`src/rtl/shadowed_pwm.sv`:
```
module shadowed_pwm #(
  parameter int ADDR_W = 4,
  parameter int DATA_W = 32,
  parameter int DIV_W  = 10,
  parameter int PER_W  = 12,
  parameter int WID_W  = 13,
  parameter int WID_LSB = 16
) (
  input  logic              clk,
  input  logic              rst_n,
  input  logic [ADDR_W-1:0] addr,
  input  logic              wr_en,
  input  logic [DATA_W-1:0] wr_data,
  output logic [DATA_W-1:0] rd_data,
  output logic              pwm_out
);

  localparam logic [ADDR_W-1:0] A_EN  = ADDR_W'(0);
  localparam logic [ADDR_W-1:0] A_CMT = ADDR_W'(4);
  localparam logic [ADDR_W-1:0] A_DIV = ADDR_W'(8);
  localparam logic [ADDR_W-1:0] A_TIM = ADDR_W'(12);

  logic             en_q, cmt_q, pend;
  logic [DIV_W-1:0] sh_div, st_div, act_div, pre_cnt;
  logic [PER_W-1:0] sh_per, st_per, act_per, per_cnt;
  logic [WID_W-1:0] sh_wid, st_wid, act_wid;

  wire wr_cmt   = wr_en && addr == A_CMT;
  wire cmt_rise = wr_cmt && wr_data[0] && !cmt_q;
  wire tick     = pre_cnt == act_div;
  wire bnd      = tick && per_cnt == act_per;
  wire load     = pend && (!en_q || bnd);

  always_ff @(posedge clk or negedge rst_n) begin
    if (!rst_n) begin
      en_q   <= 1'b0;
      cmt_q  <= 1'b0;
      sh_div <= '0;
      sh_per <= '0;
      sh_wid <= '0;
    end else if (wr_en) begin
      case (addr)
        A_EN:  en_q  <= wr_data[0];
        A_CMT: cmt_q <= wr_data[0];
        A_DIV: sh_div <= wr_data[DIV_W-1:0];
        A_TIM: begin
          sh_per <= wr_data[PER_W-1:0];
          sh_wid <= wr_data[WID_LSB +: WID_W];
        end
        default: ;
      endcase
    end
  end

  always_ff @(posedge clk or negedge rst_n) begin
    if (!rst_n) begin
      pend   <= 1'b0;
      st_div <= '0;
      st_per <= '0;
      st_wid <= '0;
    end else if (cmt_rise) begin
      pend   <= 1'b1;
      st_div <= sh_div;
      st_per <= sh_per;
      st_wid <= sh_wid;
    end else if (load) begin
      pend <= 1'b0;
    end
  end

  always_ff @(posedge clk or negedge rst_n) begin
    if (!rst_n) begin
      act_div <= '0;
      act_per <= '0;
      act_wid <= '0;
    end else if (load) begin
      act_div <= st_div;
      act_per <= st_per;
      act_wid <= st_wid;
    end
  end

  always_ff @(posedge clk or negedge rst_n) begin
    if (!rst_n) begin
      pre_cnt <= '0;
      per_cnt <= '0;
    end else if (!en_q) begin
      pre_cnt <= '0;
      per_cnt <= '0;
    end else if (tick) begin
      pre_cnt <= '0;
      per_cnt <= bnd ? '0 : per_cnt + 1'b1;
    end else begin
      pre_cnt <= pre_cnt + 1'b1;
    end
  end

  assign pwm_out = en_q && (WID_W'(per_cnt) < act_wid);

  always_comb begin
    rd_data = '0;
    case (addr)
      A_EN:  rd_data[0] = en_q;
      A_CMT: rd_data[0] = cmt_q;
      A_DIV: rd_data[DIV_W-1:0] = sh_div;
      A_TIM: begin
        rd_data[PER_W-1:0] = sh_per;
        rd_data[WID_LSB +: WID_W] = sh_wid;
      end
      default: ;
    endcase
  end


  pre_bound_chk: assert property (@(posedge clk) disable iff (!rst_n)
    pre_cnt <= act_div);


  per_bound_chk: assert property (@(posedge clk) disable iff (!rst_n)
    per_cnt <= act_per);


  mid_period_stable_chk: assert property (@(posedge clk) disable iff (!rst_n)
    (en_q && !bnd) |=> ($stable(act_div) && $stable(act_per) && $stable(act_wid)));


  pend_clear_chk: assert property (@(posedge clk) disable iff (!rst_n)
    (bnd && pend && !cmt_rise) |=> !pend);


  idle_hold_chk: assert property (@(posedge clk) disable iff (!rst_n)
    !en_q |=> (pre_cnt == '0 && per_cnt == '0));

endmodule

```
`config.mk`:
```
export PLATFORM = sky130hd
export DESIGN_NAME = shadowed_pwm
export DESIGN_NICKNAME = d
export VERILOG_FILES = /design/src/rtl/shadowed_pwm.sv
export SDC_FILE = /design/constraint.sdc
export NUM_CORES = 1
export LEC_CHECK = 0
export BUFFER_PORTS_ARGS = -buffer_cell sky130_fd_sc_hd__buf_2
export CORE_MARGIN = 2
export CORE_UTILIZATION = 49
export DETAILED_ROUTE_END_ITERATION = 8
export GPL_TIMING_DRIVEN = 0
export PLACE_DENSITY_LB_ADDON = 0.05
export SYNTH_ARGS = -nofsm -noshare
export SYNTH_HDL_FRONTEND = slang
export SYNTH_SLANG_ARGS = --single-unit
```
`constraint.sdc`:
```
create_clock -name clk -period 5.41 [get_ports clk]
set_clock_uncertainty 0.05 [all_clocks]
set_input_delay 1.082 -clock clk [delete_from_list [all_inputs] [get_ports clk]]
set_output_delay 1.082 -clock clk [all_outputs]
set_load 0.01 [all_outputs]
```
==> results of run 1 <==
==> layer usage <==
metal,track usage [%],wire length (um),up-vias
met5,0,0,-
met4,7.22,141,0
met3,5.02,662,8
met2,32.3,6600,120
met1,30.4,6840,2255
li1,-,-,2098
==> how the worst max path moves through the flow <==
stage / end / startpoint / cells past startpoint / slack [ns]
floorplan: rd_data[1] / addr[1] / 5 / 2.26
global placement: sh_wid[7] / rst_n / 1 / 1.49
detailed placement: rd_data[3] / addr[1] / 7 / 1.65
CTS: rd_data[1] / addr[1] / 7 / 1.63
global route: rd_data[1] / addr[1] / 7 / 1.53
finish: rd_data[1] / addr[1] / 7 / 1.62
==> area by class of cell <==
type | instances | area (um2)
Fill cell | 1068 | 5140
Buffer | 45 | 272
Sequential cell | 130 | 3250
Tap cell | 172 | 215
Inverter | 15 | 56.3
Timing Repair Buffer | 58 | 319
Clock inverter | 11 | 128
Multi-Input combinational cell | 340 | 2860
Clock buffer | 21 | 470
==> logic make-up (layout without fill, tap and decap cells) <==
family                   after synthesis  after routing  synth area share (%)
flip-flops                           130            130                  50.7
multiplexers                          72             72                  12.6
buffers and inverters                 60            150                  5.10
AO/OA/AOI/OAI                        120            120                  16.4
other                                  1              7                0.0584
adder cells (fa/ha/maj)               13             13                  2.53
XOR/XNOR                              30             30                  4.09
AND/OR/NAND/NOR                       98             98                  8.53
==> power by group through the flow <==
| stage | sequential (uW) | clock (uW) | combinational [uW] |
|---|---|---|---|
| CTS | 1260 | 1160 | 825 |
| finish | 1260 | 1150 | 826 |
| floorplan | 1220 | 0 | 605 |
| global placement | 1270 | 0 | 802 |
| detailed placement | 1280 | 0 | 822 |
| global route | 1290 | 1210 | 904 |
==> cell usage in the layout, fill, tap and decap left out, types with 3 or more instances in the layout <==
cell type	netlist	final
a31o_1	33	33
a31o_2	3	3
o41ai_1	6	6
o21ai_0	4	4
nand2_1	16	16
o211a_1	35	35
nand3_1	16	16
a32oi_1	4	4
clkinv_2	0	3
a21oi_1	5	5
nor4_1	3	3
clkbuf_16	0	17
nor2_1	14	14
ha_1	13	13
buf_2	8	64
conb_1	1	7
and3_1	11	11
and2_1	16	16
xnor2_1	13	13
a22o_1	9	9
clkbuf_8	1	4
clkbuf_1	20	21
mux2_2	71	71
xor2_1	17	17
buf_8	3	3
nand4_1	4	4
buf_4	11	11
dfrtp_1	130	130
inv_1	15	15
clkinv_4	0	4
==> flip-flops by register name (all words and copies together) (netlist names) <==
register,count
act_div,10
act_per,12
act_wid,13
cmt_q,1
en_q,1
pend,1
per_cnt,12
pre_cnt,10
sh_div,10
sh_per,12
sh_wid,13
st_div,10
st_per,12
st_wid,13
==> stage by stage <==
stage                     power, uW  utilization, %
final                          3230            59.6
after global routing           3400            59.6
after CTS                      3250            59.6
after detailed placement       2100            54.9
after global placement         2070            54.6
after floorplan                1820               -
==> results_dict.tcl, run 1 <==
set metrics [dict create \
    irDropWorstVdd_uv 259 \
    min_period_ns 3.79 \
    critPathKind "in2out" \
    remaining_drc_errors 0 \
    worstPathRequired_ns 4.28 \
    pwr-share-clk_pct 35.4 \
    yosys.area.top_type_share_pct 50.7 \
    pin_count 72 \
    slowest_stage "clkbuf_1" \
    r2r_cells 5 \
    switching_power_uw 1070 \
    cts_setup_buffers 0 \
    wirelength_mm 14.2 \
    critical-path-top-delay-family "buffers and inverters" \
    fp.dieW_um 118 \
    setup_violations 0 \
    antenna_found_initial 0 \
    yosysSeqAreaShare_pct 50.7 \
    pwr-share-seq_pct 39.0 \
    worst_slew_pin_slew_ns 0.616 \
    clkTransAtPathRegs_ns 0.06 \
    hp-start "st_div[4]" \
    fin_cells 792 \
    dr.pass1.iters 4 \
    place_inst 760 \
    holdWs_ns 0.453 \
    num-nets-final 659 \
    h-tree-depth 4 \
    antenna_cells 0 \
    cts_sinks 130 \
    max_freq_mhz 264 \
    area_delta_synth_final_pct 18.0 \
    min_delay_worst_endpoint "act_div[4]" \
    ctsHoldBuffers 0 \
    worst_slack_ns 1.62 \
    cts_resized 0 \
    drtIter0Drc 239 \
    synth_flop_cell "dfrtp_1" \
    status "finished, final reports clean" \
    hold_path_depth 1 \
    chipHeight_um 118 \
    hold_class "reg2reg" \
    reg2reg_from "pre_cnt[0]" \
    cts_tree "done" \
    yosysUniqueCellTypes 56 \
    worstPathMaxFanout 10 \
    leakagePower_uw 0.00389 \
    rsz0062_at_grt "false" \
    swShare_pct 33.1 \
    hpwlAfterDp_mm 10.2 \
    hold_violations 0 \
    grt_overflow 0 \
    vias_per_cell 5.66 \
    start_kind "primary input" \
    max_stage_delay_ns 0.43 \
    place_congestion 0.934 \
    synth_commonest_cells "dfrtp_1, mux2_2, o211a_1" \
    cts-root-buf "clkbuf_16" \
    drv_slew 0 \
    ys_warn_count 0 \
    synth_edf_count 0 \
    grt_start_max_net_pins 67 \
    maxCapViolations 0 \
    grt_pass1_vias 4583 \
    synth_area_leaders "dfrtp_1, mux2_2, o211a_1" \
    endpoint_kind "primary output" \
    clk_latency_ns 0.42 \
    avgSynthCellArea_um2 12.3 \
    placed_cell_area_um2 6980 \
    fin_setup_tns_ns 0 \
    core_um2 12700 \
    row_count 41 \
    worstPathArrival_ns 2.66 \
    synthCells 524 \
    synth_area_leader_cell "dfrtp_1" \
    ys_seq_elements 130 \
    wl_per_cell_um 18.0 \
    crit_chain "buf_2, nor2_1, and3_1, clkbuf_1, clkbuf_1, a22o_1, buf_2" \
    finalCritPeriodShare_pct 70.1 \
    num_vias 4481 \
    post-place-ws_ns 1.65 \
    fin_area_um2 7580 \
    r2r_setup_slack_ns 3.00 \
    rr_endpoint "per_cnt[6]" \
    numPortBuffers 57 \
    maxSlewHeadroom_pct 58.9 \
    power_density_nw_per_um2 427 \
    drtAntennaViolNets 0 \
    async_flop_share_pct 100 \
    initial_core_util_pct 50.5 \
    drive_gt1_share_pct 31.5 \
    p_comb_share_pct 25.5 \
    critPathBufInv 4 \
    grt_usage_pct 21.4 \
    cts_buffers 17 \
    synth_most_common_cell "dfrtp_1" \
    syn_area_um2 6420 \
    dieArea_um2 14000 \
    clock_path_buffers 2 \
    p_int_uw 2160 \
    grt_pass1_wl_mm 23.7 \
]
No activity file was read; power rests on OpenSTA's default activity.
==> run 2, diff against run 1 <==
ABC_AREA = 1   (was not set)
clock period = 3.6 ns   (was 5.41 ns; I/O delays follow)
==> run 2 against run 1 <==
Against the previous run: register-to-register slack got worse by 1.4 ns; worst hold slack got worse by 0.29 ns; sequential power increased by 47%; count of clock-buffer cells in the layout shrank 1; non-clock buffer count shrank 3; setup slack worse by 0.97 ns; final cell count is 28% higher.
==> results_dict.tcl, run 2 <==
set metrics [dict create \
    endpoint_kind "primary output" \
    grt_overflow 0 \
    numPortBuffers 57 \
    final_common_cell "nand2_1" \
    drv_slew 0 \
    placed_cell_area_um2 6740 \
    fin_area_um2 7400 \
    yosys.area.top_type_share_pct 52.6 \
    row_count 41 \
    wl_per_cell_um 14.1 \
    final_cell_mix "nand2_1, dfrtp_1, inv_1" \
    synth_commonest_cells "nand2_1, dfrtp_1, inv_1" \
    syn_area_um2 6190 \
    yosysSeqAreaShare_pct 52.6 \
    setup_violations 0 \
    grt_pass1_vias 4933 \
    drive_gt1_share_pct 13.7 \
    area_delta_synth_final_pct 19.7 \
    worstPathArrival_ns 2.18 \
    dieArea_um2 13500 \
    cts_resized 0 \
    avgSynthCellArea_um2 8.27 \
    h-tree-depth 4 \
    remaining_drc_errors 0 \
    cts_tree "done" \
    start_kind "primary input" \
    antenna_found_initial 0 \
    finalCritPeriodShare_pct 82.1 \
    critPathKind "in2out" \
    maxCapViolations 0 \
    max_freq_mhz 338 \
    synth_edf_count 0 \
    fin_setup_tns_ns 0 \
    hpwlAfterDp_mm 10.5 \
    clkTransAtPathRegs_ns 0.06 \
    cts-root-buf "clkbuf_16" \
    cts_sinks 130 \
    rsz0062_at_grt "false" \
    async_flop_share_pct 100 \
    synth_most_common_cell "nand2_1" \
    antenna_cells 0 \
    initial_core_util_pct 49.6 \
    min_period_ns 2.95 \
    synth_area_leader_cell "dfrtp_1" \
    irDropWorstVdd_uv 360 \
    ys_seq_elements 130 \
    hold_violations 0 \
    status "finished, final reports clean" \
    num-nets-final 883 \
    yosysUniqueCellTypes 27 \
    cts_setup_buffers 0 \
    power_density_nw_per_um2 628 \
    grt_start_max_net_pins 89 \
    drtAntennaViolNets 0 \
    worst_slew_pin_slew_ns 0.601 \
    worstPathMaxFanout 10 \
    synthCells 748 \
    worst_slack_ns 0.646 \
    clock_path_buffers 2 \
    drtIter0Drc 322 \
    maxSlewHeadroom_pct 60.0 \
    chipHeight_um 116 \
    clk_latency_ns 0.42 \
    core_um2 12500 \
    ctsHoldBuffers 0 \
    pin_count 72 \
    fp.dieW_um 116 \
    cts_buffers 17 \
    grt_usage_pct 23.2 \
    synth_flop_cell "dfrtp_1" \
    num_vias 5138 \
    synth_area_leaders "dfrtp_1, nand2_1, inv_1" \
    top_regs "act_wid x13, sh_wid x13, st_wid x13" \
    ys_warn_count 0 \
    place_congestion 0.839 \
    post-place-ws_ns 0.633 \
    leakagePower_uw 0.00387 \
    wirelength_mm 14.4 \
    worstPathRequired_ns 2.83 \
    vias_per_cell 5.06 \
    grt_pass1_wl_mm 24.2 \
    hold_class "in2async" \
    dr.pass1.iters 5 \
]
==> run 2: cell count changes in the layout (fill, tap and decap cells not counted), moves of 9 or more <==
cell,delta
nand2_1,+184
inv_1,+84
mux2_2,-70
o21ai_0,+66
nand4_1,+48
nor2_1,+42
o211a_1,-35
a31o_1,-33
a21oi_1,+22
and2_1,-16
and3_1,-11
a22o_1,-9
xor2_1,-9
==> run 2: layout make-up <==
cell class              instances  area (um2)
clock inverters                12         203
flip-flops and latches        130        3250
well taps                     172         215
plain buffers                  42         201
repair buffers                 58         319
multi-input cells             482        2380
inverters                     100         375
clock buffers                  20         457
fillers                      1115        5060
==> run 2: per-layer routing <==
layer	vias up	global-route usage [%]	wire length, um
li1	2566	-	-
met1	2418	32.4	6880
met2	136	35.9	6710
met3	18	5.19	602
met4	0	8.65	175
met5	-	0	0
==> run 2: path summary, 6_finish.rpt <==
check                                start          to  slack, ns  depth (start not counted)
worst max-delay path               addr[1]  rd_data[1]       0.65                          6
worst min-delay path                 rst_n  pre_cnt[4]       0.17                          1
worst max register to register  per_cnt[7]  act_div[1]       1.65                         10
worst min register to register  act_wid[7]  act_wid[7]       0.42                          2
max in group asynchronous            rst_n   st_per[0]       2.56                          2
min in group clk                act_wid[7]  act_wid[7]       0.42                          2
==> run 2: through the flow <==
stage,std cells,total power [uW],utilization (%),hold slack (ns)
after floorplan,754,2450,-,0.374
after global placement,983,2710,53.8,0.409
final,1016,4650,59.4,0.165
after global routing,1016,4920,59.4,0.187
after detailed placement,984,2750,54.1,0.410
after CTS,1016,4680,59.4,0.167
==> run 2: power breakdown <==
group          leakage, uW  internal (uW)  switching, uW
Combinational      0.00186            287            595
Sequential         0.00170           1700            148
Clock             0.000321           1270            644
Total              0.00387           3260           1390
==> run 2: critical path, stage by stage <==
cell      delay (ns)
buf_2           0.10
nor2_2          0.23
nand3_1         0.34
clkbuf_1        0.35
o22ai_1         0.26
buf_2           0.18
==> run 2: kinds of logic (layout without fill, tap and decap cells) <==
group	after synthesis	in the layout	share of synthesized area [%]
and+or+nand+nor	330	330	22.8
buffers and inverters	142	232	9.32
DFF	130	130	52.6
AOI/OAI and AO/OA	111	111	9.55
xor gates and xnor gates	20	20	2.83
adders and majority gates	13	13	2.63
other	1	7	0.0606
muxes	1	1	0.182
==> run 3, diff against run 2 <==
clock period = 2.6 ns   (was 3.6 ns; I/O delays follow)
==> run 3 against run 2 <==
Against the previous run: clock power grew 39%; power grew 39%; count of clock-buffer cells in the layout is the same; final cell count is essentially flat; largest cell class unchanged; register-to-register slack lost 1.0 ns; first-iteration DRC count shrank 6.5%; sequential share of layout area shrank 0.070 points; sequential cell count is the same; combinational power grew 38%; setup slack lost 0.53 ns; critical path depth grew 1.
==> results_dict.tcl, run 3 (synthesis results as in run 2) <==
set metrics [dict create \
    setup_violations 0 \
    final_cell_mix "nand2_1, dfrtp_1, inv_1" \
    grt_pass1_wl_mm 24.2 \
    fillers 1113 \
    antenna_found_initial 0 \
    worstPathArrival_ns 1.91 \
    worstPathMaxFanout 4 \
    worst_slew_pin_slew_ns 0.585 \
    status "finished, final reports clean" \
    cts_setup_buffers 0 \
    worstPathRequired_ns 2.03 \
    initial_core_util_pct 49.6 \
    grt_pass1_vias 4933 \
    critical-path-top-delay-family "flip-flops" \
    endpoint "pwm_out" \
    hpwlAfterDp_mm 10.5 \
    slowest_stage "dfrtp_1" \
    h-tree-depth 4 \
    worst_slack_ns 0.120 \
    final_common_cell "nand2_1" \
    rsz0062_at_grt "false" \
    dr.pass1.iters 5 \
    clock_path_buffers 2 \
    finalCritPeriodShare_pct 95.4 \
    drive_gt1_share_pct 14.1 \
    chipHeight_um 116 \
    multi_input_area_um2 2380 \
    place_congestion 0.839 \
    critPathKind "reg2out" \
    cts_buffers 17 \
    num_vias 5151 \
    pin_count 72 \
    drtIter0Drc 301 \
    clkTransAtPathRegs_ns 0.06 \
    cp.depth 7 \
    clk_latency_ns 0.42 \
    remaining_drc_errors 0 \
    cts_tree "done" \
    crit_path_frequent_cell "a21oi_1" \
    grt_usage_pct 23.2 \
    endpoint_kind "primary output" \
    grt_overflow 0 \
    top_regs "act_wid x13, sh_wid x13, st_wid x13" \
    post-place-ws_ns 0.0328 \
    drtAntennaViolNets 0 \
    rr_endpoint "act_div[1]" \
    dieArea_um2 13500 \
    maxSlewHeadroom_pct 61.0 \
    ff_latch_area_um2 3260 \
    wl_per_cell_um 14.2 \
    critPathLaunch "per_cnt[6]" \
    power_density_nw_per_um2 868 \
    grt_start_max_net_pins 89 \
    leakagePower_uw 0.00387 \
    row_count 41 \
    cts-root-buf "clkbuf_16" \
    min_period_ns 2.48 \
    maxCapViolations 0 \
    irDropWorstVdd_uv 499 \
    area_delta_synth_final_pct 19.9 \
    hold_class "in2reg" \
    num-nets-final 884 \
    hold_violations 0 \
    max_freq_mhz 403 \
    max_stage_delay_ns 0.44 \
    drv_slew 0 \
    vias_per_cell 5.06 \
    cts_sinks 130 \
    antenna_cells 0 \
    fp.dieW_um 116 \
    start_kind "register" \
    critPathBufInv 1 \
    numPortBuffers 57 \
    r2r_cells 10 \
    reg2reg_from "per_cnt[7]" \
    crit_chain "ha_1, a21oi_1, o31ai_1, a21oi_1, nand2_1, nor2_1, buf_2" \
    r2r_setup_slack_ns 0.65 \
    wirelength_mm 14.4 \
    place_inst 984 \
    fin_cells 1017 \
    core_um2 12500 \
]
==> run 3: cell count changes in the layout (fill, tap and decap cells not counted), sizes merged <==
cell,previous run,this run
dlygate4sd3,0,1
==> run 3: final cells by class <==
cell class                 instances  area share, %
inverter                         100           5.06
timing repair buffer              59           4.44
clock buffer                      20           6.16
buffer                            42           2.72
tap                              172           2.90
multi-input combinational        482           32.1
sequential                       130           43.9
clock inverter                    12           2.73
==> run 3: where the power goes <==
part / total [uW] / switching, uW / internal, uW
clock: 2650 / 893 / 1760
sequential: 2560 / 204 / 2360
combinational: 1220 / 825 / 399
==> run 3: tightest hold or removal path, delay by kind of cell <==
| family | cells | cell delay (ns) |
|---|---|---|
| AOI/OAI and AO/OA | 1 | 0.10 |
| buffers and inverters | 1 | 0.08 |
| and+or+nand+nor | 1 | 0.03 |
==> run 3: metrics by stage <==
| step | TNS (ns) | util (%) | hold WS, ns | power [uW] | cell area (um2) |
|---|---|---|---|---|---|
| detailed placement | 0 | 54.1 | 0.410 | 3810 | 6740 |
| floorplan | 0 | - | 0.174 | 3400 | 6210 |
| CTS | 0 | 59.5 | 0.284 | 6480 | 7410 |
| global placement | -92.53 | 53.8 | 0.409 | 3750 | 6710 |
| finish | 0 | 59.5 | 0.302 | 6440 | 7420 |
| global route | 0 | 59.5 | 0.300 | 6820 | 7420 |
==> run 3: repair_timing <==
action / CTS / global route
hold buffers: 1 / 0
endpoints found under the hold margin: 42 / 0
gates resized for setup: 0 / 3
setup endpoints to repair: 0 / 6
==> run 3: routing by layer <==
| layer | track usage, % | share of wire [%] |
|---|---|---|
| met1 | 32.4 | 48 |
| met2 | 35.9 | 46 |
| met3 | 5.14 | 3.9 |
| met4 | 8.65 | 1.6 |
| met5 | 0 | 0 |
==> run 3: worst min path at each step <==
stage | endpoint | start | cells past startpoint | slack, ns
finish | sh_wid[9] | wr_data[25] | 3 | 0.30
global route | sh_per[11] | wr_data[11] | 3 | 0.30
CTS | sh_wid[9] | wr_data[25] | 3 | 0.28
detailed placement | pre_cnt[4] | rst_n | 1 | 0.41
floorplan | act_div[0] | rst_n | 0 | 0.17
global placement | act_wid[2] | act_wid[2] | 2 | 0.41
